## src/rtl/tmr_pkg.sv

```systemverilog
package tmr_pkg;

  typedef enum logic [1:0] {
    MODE_UP     = 2'd0,
    MODE_DOWN   = 2'd1,
    MODE_CENTRE = 2'd2,
    MODE_RSVD   = 2'd3
  } cnt_mode_e;

  localparam int ADDR_W   = 3;
  localparam logic [ADDR_W-1:0] A_CTRL = 3'd0;
  localparam logic [ADDR_W-1:0] A_PSC  = 3'd1;
  localparam logic [ADDR_W-1:0] A_ARR  = 3'd2;
  localparam logic [ADDR_W-1:0] A_REP  = 3'd3;
  localparam logic [ADDR_W-1:0] A_CMD  = 3'd4;

  localparam int B_RUN   = 0;
  localparam int B_MODE0 = 1;
  localparam int B_OPM   = 3;
  localparam int B_QUIET = 4;
  localparam int B_FORCE = 0;
  localparam int B_CLR   = 1;

endpackage

```

## src/rtl/tmr_prescaler.sv

```systemverilog
module tmr_prescaler #(
  parameter int PSC_W = 16
) (
  input  logic             clk,
  input  logic             rst_n,
  input  logic             run,
  input  logic             restart,
  input  logic [PSC_W-1:0] div,
  output logic             tick_o
);

  logic [PSC_W-1:0] phase;

  // The comparison is >= so that a divider shrinking below the phase still ticks.
  function automatic logic phase_done(input logic [PSC_W-1:0] ph, input logic [PSC_W-1:0] d);
    return ph >= d;
  endfunction

  assign tick_o = run && !restart && phase_done(phase, div);

  always_ff @(posedge clk or negedge rst_n) begin
    if (!rst_n) begin
      phase <= '0;
    end else if (restart) begin
      phase <= '0;
    end else if (run) begin
      if (phase_done(phase, div)) phase <= '0;
      else                        phase <= phase + 1'b1;
    end
  end

endmodule

```

## src/rtl/tmr_updown.sv

```systemverilog
module tmr_updown
  import tmr_pkg::*;
#(
  parameter int CNT_W = 32
) (
  input  logic             clk,
  input  logic             rst_n,
  input  logic             tick,
  input  cnt_mode_e        mode,
  input  logic [CNT_W-1:0] arr_cur,
  input  logic [CNT_W-1:0] arr_reload,
  input  logic             force_ld,
  output logic [CNT_W-1:0] cnt_o,
  output logic             dir_o,
  output logic             cyc_evt_o
);

  typedef struct packed {
    logic             dn;
    logic [CNT_W-1:0] val;
  } step_t;

  logic [CNT_W-1:0] cnt;
  logic             dir;
  logic             bnd;
  step_t            nxt;

  // A boundary is the value at which the next tick wraps or turns around.
  function automatic logic at_boundary(input cnt_mode_e m, input logic d,
                                       input logic [CNT_W-1:0] c, input logic [CNT_W-1:0] a);
    case (m)
      MODE_DOWN:   return c == '0;
      MODE_CENTRE: return d ? (c == '0) : (c >= a);
      default:     return c >= a;
    endcase
  endfunction

  function automatic step_t next_step(input cnt_mode_e m, input logic d, input logic b,
                                      input logic [CNT_W-1:0] c, input logic [CNT_W-1:0] rl);
    step_t s;
    case (m)
      MODE_DOWN: begin
        s.dn  = 1'b1;
        s.val = b ? rl : c - 1'b1;
      end
      MODE_CENTRE: begin
        if (!d) begin
          s.dn  = b;
          s.val = b ? ((c == '0) ? '0 : c - 1'b1) : c + 1'b1;
        end else begin
          s.dn  = !b;
          s.val = b ? ((rl == '0) ? '0 : {{(CNT_W-1){1'b0}}, 1'b1}) : c - 1'b1;
        end
      end
      default: begin
        s.dn  = 1'b0;
        s.val = b ? '0 : c + 1'b1;
      end
    endcase
    return s;
  endfunction

  always_comb begin
    bnd = at_boundary(mode, dir, cnt, arr_cur);
    nxt = next_step(mode, dir, bnd, cnt, arr_reload);
  end

  assign cyc_evt_o = tick && bnd && !force_ld;
  assign cnt_o     = cnt;
  assign dir_o     = dir;

  always_ff @(posedge clk or negedge rst_n) begin
    if (!rst_n) begin
      cnt <= '0;
      dir <= 1'b0;
    end else if (force_ld) begin
      cnt <= (mode == MODE_DOWN) ? arr_reload : '0;
      dir <= (mode == MODE_DOWN);
    end else if (tick) begin
      cnt <= nxt.val;
      dir <= nxt.dn;
    end
  end

endmodule

```

## src/rtl/tmr_repeat.sv

```systemverilog
module tmr_repeat #(
  parameter int REP_W = 16
) (
  input  logic             clk,
  input  logic             rst_n,
  input  logic             cyc_evt,
  input  logic             force_ld,
  input  logic [REP_W-1:0] rep_load,
  output logic             upd_o
);

  logic [REP_W-1:0] remain;

  assign upd_o = cyc_evt && (remain == '0);

  always_ff @(posedge clk or negedge rst_n) begin
    if (!rst_n) begin
      remain <= '0;
    end else if (force_ld || upd_o) begin
      remain <= rep_load;
    end else if (cyc_evt) begin
      remain <= remain - 1'b1;
    end
  end

endmodule

```

## src/rtl/tmr_timebase.sv

```systemverilog
module tmr_timebase
  import tmr_pkg::*;
#(
  parameter int CNT_W = 32,
  parameter int PSC_W = 16,
  parameter int REP_W = 16
) (
  input  logic              clk,
  input  logic              rst_n,
  input  logic              wr_en,
  input  logic [ADDR_W-1:0] wr_addr,
  input  logic [CNT_W-1:0]  wr_data,
  output logic [CNT_W-1:0]  count_o,
  output logic              dir_o,
  output logic              upd_evt_o,
  output logic              irq_o,
  output logic              run_o
);

  // Control and shadow state
  logic             run_q, opm_q, quiet_q, flag_q, upd_q;
  logic [1:0]       mode_q;
  logic [PSC_W-1:0] psc_pre, psc_act;
  logic [CNT_W-1:0] arr_pre, arr_act;
  logic [REP_W-1:0] rep_pre;

  // Named internal events
  logic             ctrl_wr, force_cmd, clr_cmd;
  logic             tick_w, cyc_evt_w, upd_nat_w, load_w;
  logic [CNT_W-1:0] arr_reload_w;
  cnt_mode_e        mode_w;

  assign ctrl_wr   = wr_en && (wr_addr == A_CTRL);
  assign force_cmd = wr_en && (wr_addr == A_CMD) && wr_data[B_FORCE];
  assign clr_cmd   = wr_en && (wr_addr == A_CMD) && wr_data[B_CLR];
  assign mode_w    = cnt_mode_e'(mode_q);
  assign load_w    = upd_nat_w || force_cmd;
  // A reload that coincides with an update already uses the new period.
  assign arr_reload_w = load_w ? arr_pre : arr_act;

  tmr_prescaler #(.PSC_W(PSC_W)) u_psc (
    .clk     (clk),
    .rst_n   (rst_n),
    .run     (run_q),
    .restart (force_cmd),
    .div     (psc_act),
    .tick_o  (tick_w)
  );

  tmr_updown #(.CNT_W(CNT_W)) u_cnt (
    .clk        (clk),
    .rst_n      (rst_n),
    .tick       (tick_w),
    .mode       (mode_w),
    .arr_cur    (arr_act),
    .arr_reload (arr_reload_w),
    .force_ld   (force_cmd),
    .cnt_o      (count_o),
    .dir_o      (dir_o),
    .cyc_evt_o  (cyc_evt_w)
  );

  tmr_repeat #(.REP_W(REP_W)) u_rep (
    .clk      (clk),
    .rst_n    (rst_n),
    .cyc_evt  (cyc_evt_w),
    .force_ld (force_cmd),
    .rep_load (rep_pre),
    .upd_o    (upd_nat_w)
  );

  // Register port: control bits and preload values
  always_ff @(posedge clk or negedge rst_n) begin
    if (!rst_n) begin
      run_q   <= 1'b0;
      mode_q  <= 2'd0;
      opm_q   <= 1'b0;
      quiet_q <= 1'b0;
      psc_pre <= '0;
      arr_pre <= '1;
      rep_pre <= '0;
    end else begin
      if (ctrl_wr) begin
        run_q   <= wr_data[B_RUN];
        mode_q  <= wr_data[B_MODE0 +: 2];
        opm_q   <= wr_data[B_OPM];
        quiet_q <= wr_data[B_QUIET];
      end else if (upd_nat_w && opm_q) begin
        run_q <= 1'b0;
      end
      if (wr_en && wr_addr == A_PSC) psc_pre <= wr_data[PSC_W-1:0];
      if (wr_en && wr_addr == A_ARR) arr_pre <= wr_data;
      if (wr_en && wr_addr == A_REP) rep_pre <= wr_data[REP_W-1:0];
    end
  end

  // Active values follow their preloads only at an update
  always_ff @(posedge clk or negedge rst_n) begin
    if (!rst_n) begin
      psc_act <= '0;
      arr_act <= '1;
    end else if (load_w) begin
      psc_act <= psc_pre;
      arr_act <= arr_pre;
    end
  end

  // Update pulse and sticky flag
  always_ff @(posedge clk or negedge rst_n) begin
    if (!rst_n) begin
      upd_q  <= 1'b0;
      flag_q <= 1'b0;
    end else begin
      upd_q <= load_w;
      if (upd_nat_w || (force_cmd && !quiet_q)) flag_q <= 1'b1;
      else if (clr_cmd)                          flag_q <= 1'b0;
    end
  end

  assign upd_evt_o = upd_q;
  assign irq_o     = flag_q;
  assign run_o     = run_q;

endmodule

```

## config.mk

```make
export PLATFORM = sky130hd
export DESIGN_NAME = tmr_timebase
export DESIGN_NICKNAME = d
export VERILOG_FILES = /design/src/rtl/tmr_pkg.sv /design/src/rtl/tmr_prescaler.sv /design/src/rtl/tmr_updown.sv /design/src/rtl/tmr_repeat.sv /design/src/rtl/tmr_timebase.sv
export SDC_FILE = /design/constraint.sdc
export NUM_CORES = 1
export LEC_CHECK = 0
export BUFFER_PORTS_ARGS = -buffer_cell sky130_fd_sc_hd__clkbuf_2
export CORE_MARGIN = 5
export CORE_UTILIZATION = 61
export DETAILED_ROUTE_END_ITERATION = 6
export PLACE_DENSITY_LB_ADDON = 0.3
export SYNTH_ARGS = -nofsm -noshare
export SYNTH_HDL_FRONTEND = slang
export SYNTH_SLANG_ARGS = --single-unit
```

## constraint.sdc

```tcl
create_clock -name clk -period 4.7 [get_ports clk]
set_input_delay 0.705 -clock clk [delete_from_list [all_inputs] [get_ports clk]]
set_output_delay 0.705 -clock clk [all_outputs]
set_load 0.05 [all_outputs]
```

Word-level counts from Yosys, hierarchy flattened
Cells that the tools add are included.
{"block": "word_totals", "inputBits": 38, "output_inout_bits": 36, "word_cells": 80, "ff_bits": 184}
{"block": "op_classes", "eq_ne": 6, "reduce_logical": 28, "n_lt_le_gt_ge": 2, "addsub": 4, "muxes": 25}
{"op": "$mux W32", "count": 9}
{"op": "$mux W16", "count": 5}
{"op": "$pmux W33 S2", "count": 1}
{"op": "$logic_not A32 Y1", "count": 2}
{"op": "$mux W33", "count": 1}
{"op": "$add A32 B1 Y32 const B", "count": 1}
{"op": "$ge A32 B32 Y1", "count": 1}
{"op": "$sub A32 B1 Y32 const B", "count": 1}
{"op": "$add A16 B1 Y16 const B", "count": 1}
{"op": "$ge A16 B16 Y1", "count": 1}
{"op": "$logic_not A16 Y1", "count": 1}
{"op": "$sub A16 B1 Y16 const B", "count": 1}
{"op": "$logic_and A1 B1 Y1", "count": 14}
{"op": "$reduce_bool A2 Y1", "count": 5}
{"op": "$mux W1", "count": 8}
{"op": "$eq A3 B2 Y1 const B", "count": 2}
{"op": "$eq A3 B1 Y1 const B", "count": 1}
{"op": "$eq A3 B3 Y1 const B", "count": 1}
{"op": "$logic_not A1 Y1", "count": 3}
{"op": "$logic_not A3 Y1", "count": 1}
{"op": "$eq A2 B1 Y1 const B", "count": 1}
{"op": "$eq A2 B2 Y1 const B", "count": 1}
{"op": "$logic_or A1 B1 Y1", "count": 2}
{"op": "$pmux W1 S2", "count": 1}

Depth between registers and ports, before layout
Gate-level depths: netlist of the first run.
{"block": "logic_depth", "word_depth": 18, "depth_mapped": 17, "mapped_depth_nobuf": 12}

Cells and area by module
A second synthesis of the first run with hierarchy kept.
{"block": "unflattened", "cells_unflattened": 1285, "hier_area_um2": 12370.6}
{"module": "tmr_updown", "cells_each": 786, "area_per_inst_um2": 5545.3, "instances": 1}
{"module": "tmr_timebase", "cells_each": 263, "area_per_inst_um2": 4534.3, "instances": 1}
{"module": "tmr_prescaler", "cells_each": 153, "area_per_inst_um2": 1285.0, "instances": 1}
{"module": "tmr_repeat", "cells_each": 83, "area_per_inst_um2": 1006.0, "instances": 1}

Least setup slack after synthesis of the first run
Ideal clock, no wire load.
{"block": "synth_timing", "path_kind": "register to register", "start": "register u_cnt.cnt[0] (netlist: u_cnt.cnt_o[0])", "end": "register u_cnt.cnt[29] (netlist: u_cnt.cnt_o[29])", "stages_incl_launch_ff": 16, "slack_ns": 1.112, "path_buffers": 3, "arrival_ns": 3.460, "t_required_ns": 4.572, "setup_ns": 0.128, "cell_sequence": "dfrtp_1 > clkbuf_1 > inv_1 > ha_1 > nand2b_1 > a2111o_1 > o2111ai_1 > a31oi_1 > nor2_4 > a31o_1 > buf_6 > inv_4 > buf_12 > mux2_4 > a2111oi_2 > nor3_2"}
{"block": "synth_between", "elab_chain_cells": 12}
{"element": "start, declared", "line_no": "tmr_updown.sv:23", "rtl": "logic [CNT_W-1:0] cnt;"}
{"element": "start signal, assigned", "line_no": "tmr_updown.sv:77", "rtl": "cnt <= (mode == MODE_DOWN) ? arr_reload : '0;"}
{"element": "start signal, assigned", "line_no": "tmr_updown.sv:80", "rtl": "cnt <= nxt.val;"}
{"element": "$ge A32 B32 Y1 / $logic_not A32 Y1 (equally long branches)", "line_no": "tmr_updown.sv:33, tmr_updown.sv:34, tmr_updown.sv:32"}
{"element": "$mux W1", "line_no": "tmr_updown.sv:33", "rtl": "MODE_CENTRE: return d ? (c == '0) : (c >= a);"}
{"element": "$pmux W1 S2 *", "line_no": "tmr_updown.sv:31", "rtl": "case (m)"}
{"element": "$logic_and A1 B1 Y1 * (2 in a row)", "line_no": "tmr_updown.sv:68", "rtl": "assign cyc_evt_o = tick && bnd && !force_ld;"}
{"element": "$logic_and A1 B1 Y1 *", "line_no": "tmr_repeat.sv:14", "rtl": "assign upd_o = cyc_evt && (remain == '0);"}
{"element": "$logic_or A1 B1 Y1 *", "line_no": "tmr_timebase.sv:37", "rtl": "assign load_w = upd_nat_w || force_cmd;"}
{"element": "$mux W32 *"}
{"element": "named net arr_reload_w[29]", "line_no": "tmr_timebase.sv:30", "rtl": "logic [CNT_W-1:0] arr_reload_w;"}
{"element": "$mux W32", "line_no": "tmr_updown.sv:44", "rtl": "s.val = b ? rl : c - 1'b1;"}
{"element": "$pmux W33 S2", "line_no": "tmr_updown.sv:41", "rtl": "case (m)"}
{"element": "$mux W32", "line_no": "tmr_updown.sv:79", "rtl": "end else if (tick) begin"}
{"element": "$mux W32 *", "line_no": "tmr_updown.sv:76", "rtl": "end else if (force_ld) begin"}
Mark *: on every way through the listed nets, which the timed path passes. The rest lies on a longest branch. The select of a mux whose other input is x is not followed.
A chain may end at the register's enable or synchronous reset.

Worst setup path in the final report of the first run
{"block": "layout_timing", "start": "register u_cnt.cnt[0] (netlist: u_cnt.cnt_o[0])", "end": "register u_rep.remain[0]"}
{"block": "layout_between", "elab_chain_cells": 8}
{"element": "$ge A32 B32 Y1 / $logic_not A32 Y1 (equally long branches)", "line_no": "tmr_updown.sv:33, tmr_updown.sv:34, tmr_updown.sv:32"}
{"element": "$mux W1", "line_no": "tmr_updown.sv:33"}
{"element": "$pmux W1 S2 *", "line_no": "tmr_updown.sv:31"}
{"element": "$logic_and A1 B1 Y1 * (2 in a row)", "line_no": "tmr_updown.sv:68"}
{"element": "$logic_and A1 B1 Y1", "line_no": "tmr_repeat.sv:14"}
{"element": "$logic_or A1 B1 Y1", "line_no": "tmr_repeat.sv:19", "rtl": "end else if (force_ld || upd_o) begin"}
{"element": "$mux W16 / $reduce_bool A2 Y1 (equally long branches)"}
{"element": "end signal, assigned", "line_no": "tmr_repeat.sv:20", "rtl": "remain <= rep_load;"}
{"element": "end signal, assigned", "line_no": "tmr_repeat.sv:22", "rtl": "remain <= remain - 1'b1;"}
{"element": "end, declared", "line_no": "tmr_repeat.sv:12", "rtl": "logic [REP_W-1:0] remain;"}
Every way passes the cells marked *; elsewhere a longest branch is shown, timed or not.

==> results.sh, run 1 <==
export IMPL_status="finished clean"
export IMPL_worst_r2r_startpoint="u_cnt.cnt_o[0]"
export IMPL_final_setup_viol_count=0
export IMPL_fmax_mhz=238
export IMPL_worstPathBufferInverterCount=2
export IMPL_worstHoldPathType="in2async"
export IMPL_ys_async_sr_fraction=1.00
export IMPL_vias_after_detailed_routing=9698
export IMPL_synth_compound_area_share=0.164
export IMPL_gp_congestion=0.975
export IMPL_initial_utilization=0.622
export IMPL_crit_slowest_cell="a21oi_2"
export IMPL_dr_first_iter_drc_count=1086
export IMPL_grt_pass1_wl_um=50800
export IMPL_rsz0062_at_grt="false"
export IMPL_post_synth_top_area_fraction=0.269
export IMPL_post_cts_resized=0
export IMPL_route_detailed_vias_per_inst=6.55
export IMPL_cts_sinks=184
export IMPL_timing_critical_path_slowest_cell_delay_ns=0.88
export IMPL_number_of_placed_cells_counting_well_taps=1448
export IMPL_critPathTopFamily="compound AO/OA/AOI/OAI gates"
export IMPL_nNetsFinal=1330
export IMPL_rr_endpoint="u_rep.remain[0]"
export IMPL_dp_hpwl_um=22100
export IMPL_clock_tree_from_tritoncts="built"
export IMPL_fp_coreArea_um2=18000
export IMPL_end_kind="register"
export IMPL_grtUsageTotal=0.294
export IMPL_globalRouteOverflowTotal=0
export IMPL_synthXorXnorAreaFrac=0.0110
export IMPL_clockBufferDepth=2
export IMPL_max_cap_viol_count=0
export IMPL_post_synth_fa_ha_maj_area_fraction=0.0605
export IMPL_fin_skew_ns=0.0112
export IMPL_synthMostInstantiatedCell="dfrtp_1"
export IMPL_cts_buffers=17
export IMPL_warning_count_from_the_yosys_run=0
export IMPL_die_height_um=145
export IMPL_synth_mux_area_frac=0.107
export IMPL_kind_of_critical_path="reg2reg"
export IMPL_die_w_um=145
export IMPL_arrival_ns=4.52
export IMPL_drc=0
export IMPL_cell_types_with_the_largest_area_share_after_synthesis="dfrtp_1 27%, dfstp_2 15%, mux2_2 8.0%"
export IMPL_antenna_diode_count=0
export IMPL_synth_top_family_by_area="simple AND/OR/NAND/NOR gates"
export IMPL_tightestPinTransition_ns=1.03
export IMPL_postSynthNetCount=1275
export IMPL_synth_top_area_cell="dfrtp_1"
export IMPL_iteration_count_of_the_initial_detailed_routing_pass=5
export IMPL_power_density_nw_per_um2=539
export IMPL_final_min_clock_period_ns=4.20
export IMPL_layout_area_overhead_vs_synth_pct=10.7
export IMPL_antenna_violating_nets_post_route=0
export IMPL_synth_edff_count=0
export IMPL_synth_commonest_cells="120 x dfrtp_1, 117 x nand2_1, 102 x o21ai_0"
export IMPL_clkSlewWorstSetupHoldPaths_ns=0.08
export IMPL_clkLatencyLatePin_ns=0.44
export IMPL_synthesized_instance_count=1183
export IMPL_placement_rows=49
export IMPL_worstSetupStartpointType="register"
export IMPL_mappedNetlistArea_um2=11200
export IMPL_irDropWorstVdd_mv=0.360
export IMPL_grt_antenna_before_repair=0
export IMPL_total_leakage_power_nw=5.18
export IMPL_startpoint="u_cnt.cnt_o[0]"
export IMPL_cts_post_setup_buffers_inserted=0
export IMPL_die_area_um2=21100
export IMPL_crit_chain="inv_1, ha_1, nand2b_1, a2111o_1, o2111ai_1, a31oi_1, or3_1, a21oi_2, buf_4, nor3_1, a221o_1"
export IMPL_yosys_area_share_simple=0.184
export IMPL_min_period_over_period=0.893
export IMPL_routed_wl_um=31500
export IMPL_number_of_global_route_vias_before_repair=9594
export IMPL_report_final_hold_viol_count=0
export IMPL_cts_hold_repair_buffers=0
export IMPL_synth_seq_cells=184
export IMPL_critical_path_required_ns=5.03
export IMPL_whs_ns=0.347
export IMPL_slew_limit_headroom=0.314
export IMPL_ctsRootBufferMaster="clkbuf_16"
export IMPL_share_of_layout_cells_above_drive_strength_1=0.253
export IMPL_grt_start_max_net_pins=101
export IMPL_synth_seq_area_share=0.420
export IMPL_design_portCount=74
export IMPL_clock_tree_htree_level_count=4
export IMPL_regToRegSetupSlack_ns=0.50
export IMPL_worstPathMaxFanout=22
export IMPL_worstSetupPathDepth=11
export IMPL_postSynthAreaPerCell_um2=9.44
export IMPL_postLayoutSetupSlackWorst_ns=0.503
export IMPL_synth_top_flop_cell="dfrtp_1"
export IMPL_minimum_setup_slack_after_placement_ns=0.671
export IMPL_wire_per_inst_um=21.3
export IMPL_final_setup_tns_ns=0
export IMPL_final_max_slew_violation_count=0
export IMPL_synth_cell_types=83
export IMPL_cp_endpoint="u_rep.remain[0]"
export IMPL_worst_r2r_path_depth=11
export IMPL_placement_io_buffers=73
export IMPL_finalNonFillerCells=1480
## worst register-to-register path, delay by kind of cell, from the launching register on
| kind | cells | cell delay, ns |
|---|---|---|
| AO/OA/AOI/OAI | 5 | 1.91 |
| flip-flops | 1 | 0.50 |
| buffers and inverters | 2 | 0.47 |
| AND/OR/NAND/NOR | 3 | 0.91 |
| adder cells (fa/ha/maj) | 1 | 0.31 |
## cell families (layout without fill, tap and decap cells)
logic type      after synthesis  in the layout
compound gates              294            294
xor+xnor                     14             14
fa+ha+maj                    54             54
buf+inv                     135            203
flops                       184            184
mux                         102            102
simple gates                400            400
## sequential cells by signal, indices dropped and copies added (netlist names)
register      flops
arr_act          32
u_cnt.cnt_o      32
u_cnt.dir_o       1
arr_pre          32
irq_o             1
run_o             1
psc_act          16
u_psc.phase      16
upd_evt_o         1
mode_q            2
opm_q             1
quiet_q           1
psc_pre          16
rep_pre          16
u_rep.remain     16
## routing by layer
| metal | global-route usage | part of all wire | vias up | wire length, um |
|---|---|---|---|---|
| met5 | 0 | 0 | - | 0 |
| met4 | 0.125 | 0.042 | 0 | 1330 |
| met3 | 0.0580 | 0.079 | 106 | 2500 |
| met2 | 0.479 | 0.48 | 492 | 15200 |
| met1 | 0.386 | 0.40 | 4678 | 12400 |
| li1 | - | - | 4422 | - |
## cell type report
class / instances / area, um^2
clock inverters: 15 / 196
clock buffers: 17 / 425
fillers: 1423 / 5600
repair buffers: 100 / 587
well taps: 229 / 287
flip-flops and latches: 184 / 4680
inverters: 71 / 269
multi-input cells: 864 / 5910
## power by group
| part | leakage, nW | switching, W | internal (W) | total (W) |
|---|---|---|---|---|
| clock network | 0.299 | 0.000734 | 0.000774 | 0.00151 |
| logic | 2.72 | 0.00160 | 0.000929 | 0.00253 |
| registers | 2.16 | 0.000458 | 0.00216 | 0.00262 |
## per-stage QoR
step,cell area (um^2),total power (W),utilization
after floorplan,11200,0.00429,-
after global placement,11700,0.00501,0.654
after detailed placement,11700,0.00509,0.654
after CTS,12400,0.00662,0.688
after global routing,12400,0.00704,0.688
final,12400,0.00666,0.688
## placed cells by master, fill, tap and decap left out, types with 5 or more instances in the layout
master | netlist | routed
dfstp_2 | 64 | 64
a31oi_1 | 5 | 5
a32oi_1 | 5 | 5
xnor2_1 | 10 | 10
o22a_1 | 5 | 5
and3_1 | 16 | 16
or3_1 | 8 | 8
mux2_4 | 12 | 12
a21oi_1 | 68 | 67
a22oi_1 | 11 | 11
nor2_1 | 84 | 83
nor4_1 | 33 | 33
o22ai_1 | 7 | 7
o21ai_1 | 20 | 20
nor3_1 | 39 | 39
nand4_1 | 24 | 24
a32o_1 | 5 | 5
ha_1 | 54 | 54
mux2_1 | 7 | 7
inv_1 | 70 | 70
o211ai_1 | 6 | 6
o31ai_1 | 7 | 7
dfrtp_1 | 120 | 120
nand3_1 | 20 | 20
clkbuf_16 | 0 | 17
nand2b_1 | 19 | 19
buf_4 | 2 | 26
a211oi_1 | 9 | 9
nand2_1 | 117 | 117
and2_1 | 7 | 7
clkbuf_2 | 1 | 72
o21ai_0 | 102 | 102
or4_1 | 5 | 5
mux2_2 | 79 | 79
## how the worst min path moves through the flow
stage / start / to / slack, ns / cells after the start
floorplan: rst_n / irq_o / 0.41 / 0
global placement: psc_pre[0] / psc_act[0] / 0.46 / 2
detailed placement: psc_pre[0] / psc_act[0] / 0.46 / 2
CTS: rst_n / u_cnt.cnt_o[9] / 0.42 / 1
global route: rst_n / u_cnt.cnt_o[9] / 0.46 / 1
finish: rst_n / u_cnt.cnt_o[9] / 0.35 / 1
No activity file was read; power rests on OpenSTA's default activity.
==> run 2: changes to the inputs <==
--- a/config.mk
+++ b/config.mk
@@ -5,10 +5,10 @@
 export SDC_FILE = /design/constraint.sdc
 export NUM_CORES = 1
 export LEC_CHECK = 0
-export BUFFER_PORTS_ARGS = -buffer_cell sky130_fd_sc_hd__clkbuf_2
 export CORE_MARGIN = 5
 export CORE_UTILIZATION = 61
 export DETAILED_ROUTE_END_ITERATION = 6
+export DONT_BUFFER_PORTS = 1
 export PLACE_DENSITY_LB_ADDON = 0.3
 export SYNTH_ARGS = -nofsm -noshare
 export SYNTH_HDL_FRONTEND = slang
==> run 2 against run 1 <==
Effect of this change:
- fmax up 2.4%
- global-route usage down 0.25 points
- final cell count down 3.4%
- first-iteration DRC count down 17%
- worst hold slack worse by 0.24 ns
- critical path depth up 1
- critical endpoint is now u_cnt.cnt_o[2]
- clock power about the same
- worst setup slack better by 0.099 ns
- clock skew up 0.0016 ns
- final area down 1.8%
- core utilization down 1.2 points
- largest cell class unchanged
- wire length down 0.21%
==> results.sh, run 2 (synthesis results as in run 1) <==
export IMPL_critical_path_required_ns=5.02
export IMPL_p_seq_frac=0.403
export IMPL_share_of_layout_cells_above_drive_strength_1=0.221
export IMPL_final_setup_tns_ns=0
export IMPL_clkSlewWorstSetupHoldPaths_ns=0.08
export IMPL_kind_of_critical_path="reg2reg"
export IMPL_clock_tree_from_tritoncts="built"
export IMPL_final_min_clock_period_ns=4.10
export IMPL_antenna_violating_nets_post_route=0
export IMPL_crit_chain="ha_1, nand4_1, nor4_1, nand2_1, a31oi_1, nor2_4, a31o_1, inv_4, buf_4, mux2_4, nand2_1, nand3_1"
export IMPL_pwr_share_comb=0.371
export IMPL_fin_skew_ns=0.0128
export IMPL_design_area_um2=12100
export IMPL_report_final_hold_viol_count=0
export IMPL_tightestPinTransition_ns=1.09
export IMPL_grt_antenna_before_repair=1
export IMPL_cts_sinks=184
export IMPL_final_setup_viol_count=0
export IMPL_power_density_nw_per_um2=545
export IMPL_min_period_over_period=0.872
export IMPL_arrival_ns=4.42
export IMPL_placed_area_um2=11500
export IMPL_route_detailed_vias_per_inst=6.67
export IMPL_crit_slowest_cell="dfrtp_1"
export IMPL_max_cap_viol_count=0
export IMPL_design_portCount=74
export IMPL_cts_buffers=17
export IMPL_most_used_cells_in_the_layout_excluding_fill_and_tap_cells="120 x dfrtp_1, 117 x nand2_1, 102 x o21ai_0, 83 x nor2_1, 79 x mux2_2"
export IMPL_worstHoldPathType="in2async"
export IMPL_clkLatencyLatePin_ns=0.45
export IMPL_gp_congestion=0.963
export IMPL_end_kind="register"
export IMPL_worstPathBufferInverterCount=2
export IMPL_clock_power_share=0.225
export IMPL_routed_wl_um=31400
export IMPL_fp_coreArea_um2=18000
export IMPL_iteration_count_of_the_initial_detailed_routing_pass=5
export IMPL_timing_critical_path_slowest_cell_delay_ns=0.62
export IMPL_die_height_um=145
export IMPL_dp_hpwl_um=21800
export IMPL_total_leakage_power_nw=4.98
export IMPL_netSwitchingFraction=0.417
export IMPL_critPathMostFrequentCell="nand2_1"
export IMPL_status="finished clean"
export IMPL_placement_rows=49
export IMPL_initial_utilization=0.622
export IMPL_dr_first_iter_drc_count=899
export IMPL_rsz0062_at_grt="false"
export IMPL_worstSetupStartpointType="register"
export IMPL_p_sw_w=0.00276
export IMPL_die_w_um=145
export IMPL_drc=0
export IMPL_grtUsageTotal=0.292
export IMPL_placement_io_buffers=0
export IMPL_final_max_slew_violation_count=0
export IMPL_finalNonFillerCells=1429
export IMPL_clock_tree_htree_level_count=4
export IMPL_grt_start_max_net_pins=121
export IMPL_layout_area_overhead_vs_synth_pct=8.76
export IMPL_worstPathMaxFanout=46
export IMPL_slew_limit_headroom=0.273
export IMPL_ctsRootBufferMaster="clkbuf_16"
export IMPL_antenna_diode_count=0
export IMPL_grt_pass1_wl_um=49600
export IMPL_critPathTopFamily="simple AND/OR/NAND/NOR gates"
export IMPL_irDropWorstVdd_mv=0.547
export IMPL_vias_after_detailed_routing=9536
export IMPL_number_of_placed_cells_counting_well_taps=1396
export IMPL_utilization=0.676
export IMPL_globalRouteOverflowTotal=0
export IMPL_clockBufferDepth=2
export IMPL_cts_post_setup_buffers_inserted=0
export IMPL_fmax_mhz=244
export IMPL_post_cts_resized=0
export IMPL_nNetsFinal=1279
export IMPL_number_of_global_route_vias_before_repair=9089
export IMPL_internal_power_w=0.00386
export IMPL_mostFrequentLayoutCell="dfrtp_1"
export IMPL_die_area_um2=21100
export IMPL_wire_per_inst_um=22.0
[run 2: metal layers]
layer / vias to the layer above / wire [um] / track usage
met5: - / 11 / 0
met4: 2 / 1500 / 0.138
met3: 126 / 2900 / 0.0783
met2: 503 / 14800 / 0.473
met1: 4571 / 12100 / 0.365
li1: 4334 / - / -
[run 2: cell type report]
cell class,count,area (um^2)
Timing Repair Buffer,49,388
Multi-Input combinational cell,864,5910
Tap cell,229,287
Clock inverter,15,175
Clock buffer,17,425
Sequential cell,184,4680
Inverter,71,269
Fill cell,1385,5820
[run 2: per-stage QoR]
step           worst slack (ns)  power (W)  hold WS [ns]
2_1_floorplan              1.11    0.00429         0.409
3_3_place_gp              0.765    0.00498         0.422
3_5_place_dp              0.687    0.00505         0.420
4_1_cts                   0.646    0.00657        0.0950
5_1_grt                   0.441    0.00697        0.0929
6_report                  0.603    0.00662         0.106
[run 2: worst paths after layout]
check / start / end / slack, ns / cells after the start
worst max register to register: u_cnt.cnt_o[27] / u_cnt.cnt_o[2] / 0.60 / 12
worst max-delay path: u_cnt.cnt_o[27] / u_cnt.cnt_o[2] / 0.60 / 12
worst min-delay path: rst_n / arr_act[11] / 0.11 / 0
min in group clk: wr_data[0] / run_o / 0.38 / 2
max in group asynchronous: rst_n / u_cnt.cnt_o[26] / 3.97 / 1
worst min register to register: psc_pre[0] / psc_act[0] / 0.48 / 2
[run 2: power groups by stage]
| stage | clock (W) | sequential [W] | combinational, W |
|---|---|---|---|
| finish | 0.00149 | 0.00267 | 0.00246 |
| global route | 0.00156 | 0.00273 | 0.00268 |
| CTS | 0.00150 | 0.00266 | 0.00241 |
| detailed placement | 0 | 0.00268 | 0.00237 |
| global placement | 0 | 0.00266 | 0.00231 |
| floorplan | 0 | 0.00265 | 0.00164 |
[run 2: worst register-to-register path, stage by stage, from the launching register on]
cell,delay [ns]
dfrtp_1,0.62
ha_1,0.45
nand4_1,0.13
nor4_1,0.45
nand2_1,0.14
a31oi_1,0.43
nor2_4,0.14
a31o_1,0.28
inv_4,0.49
buf_4,0.37
mux2_4,0.34
nand2_1,0.08
nand3_1,0.07
[run 2: repair_timing]
| item | CTS | global route |
|---|---|---|
| setup endpoints to repair | 0 | 0 |
| hold endpoints to repair | 120 | 0 |
| hold buffers | 1 | 0 |
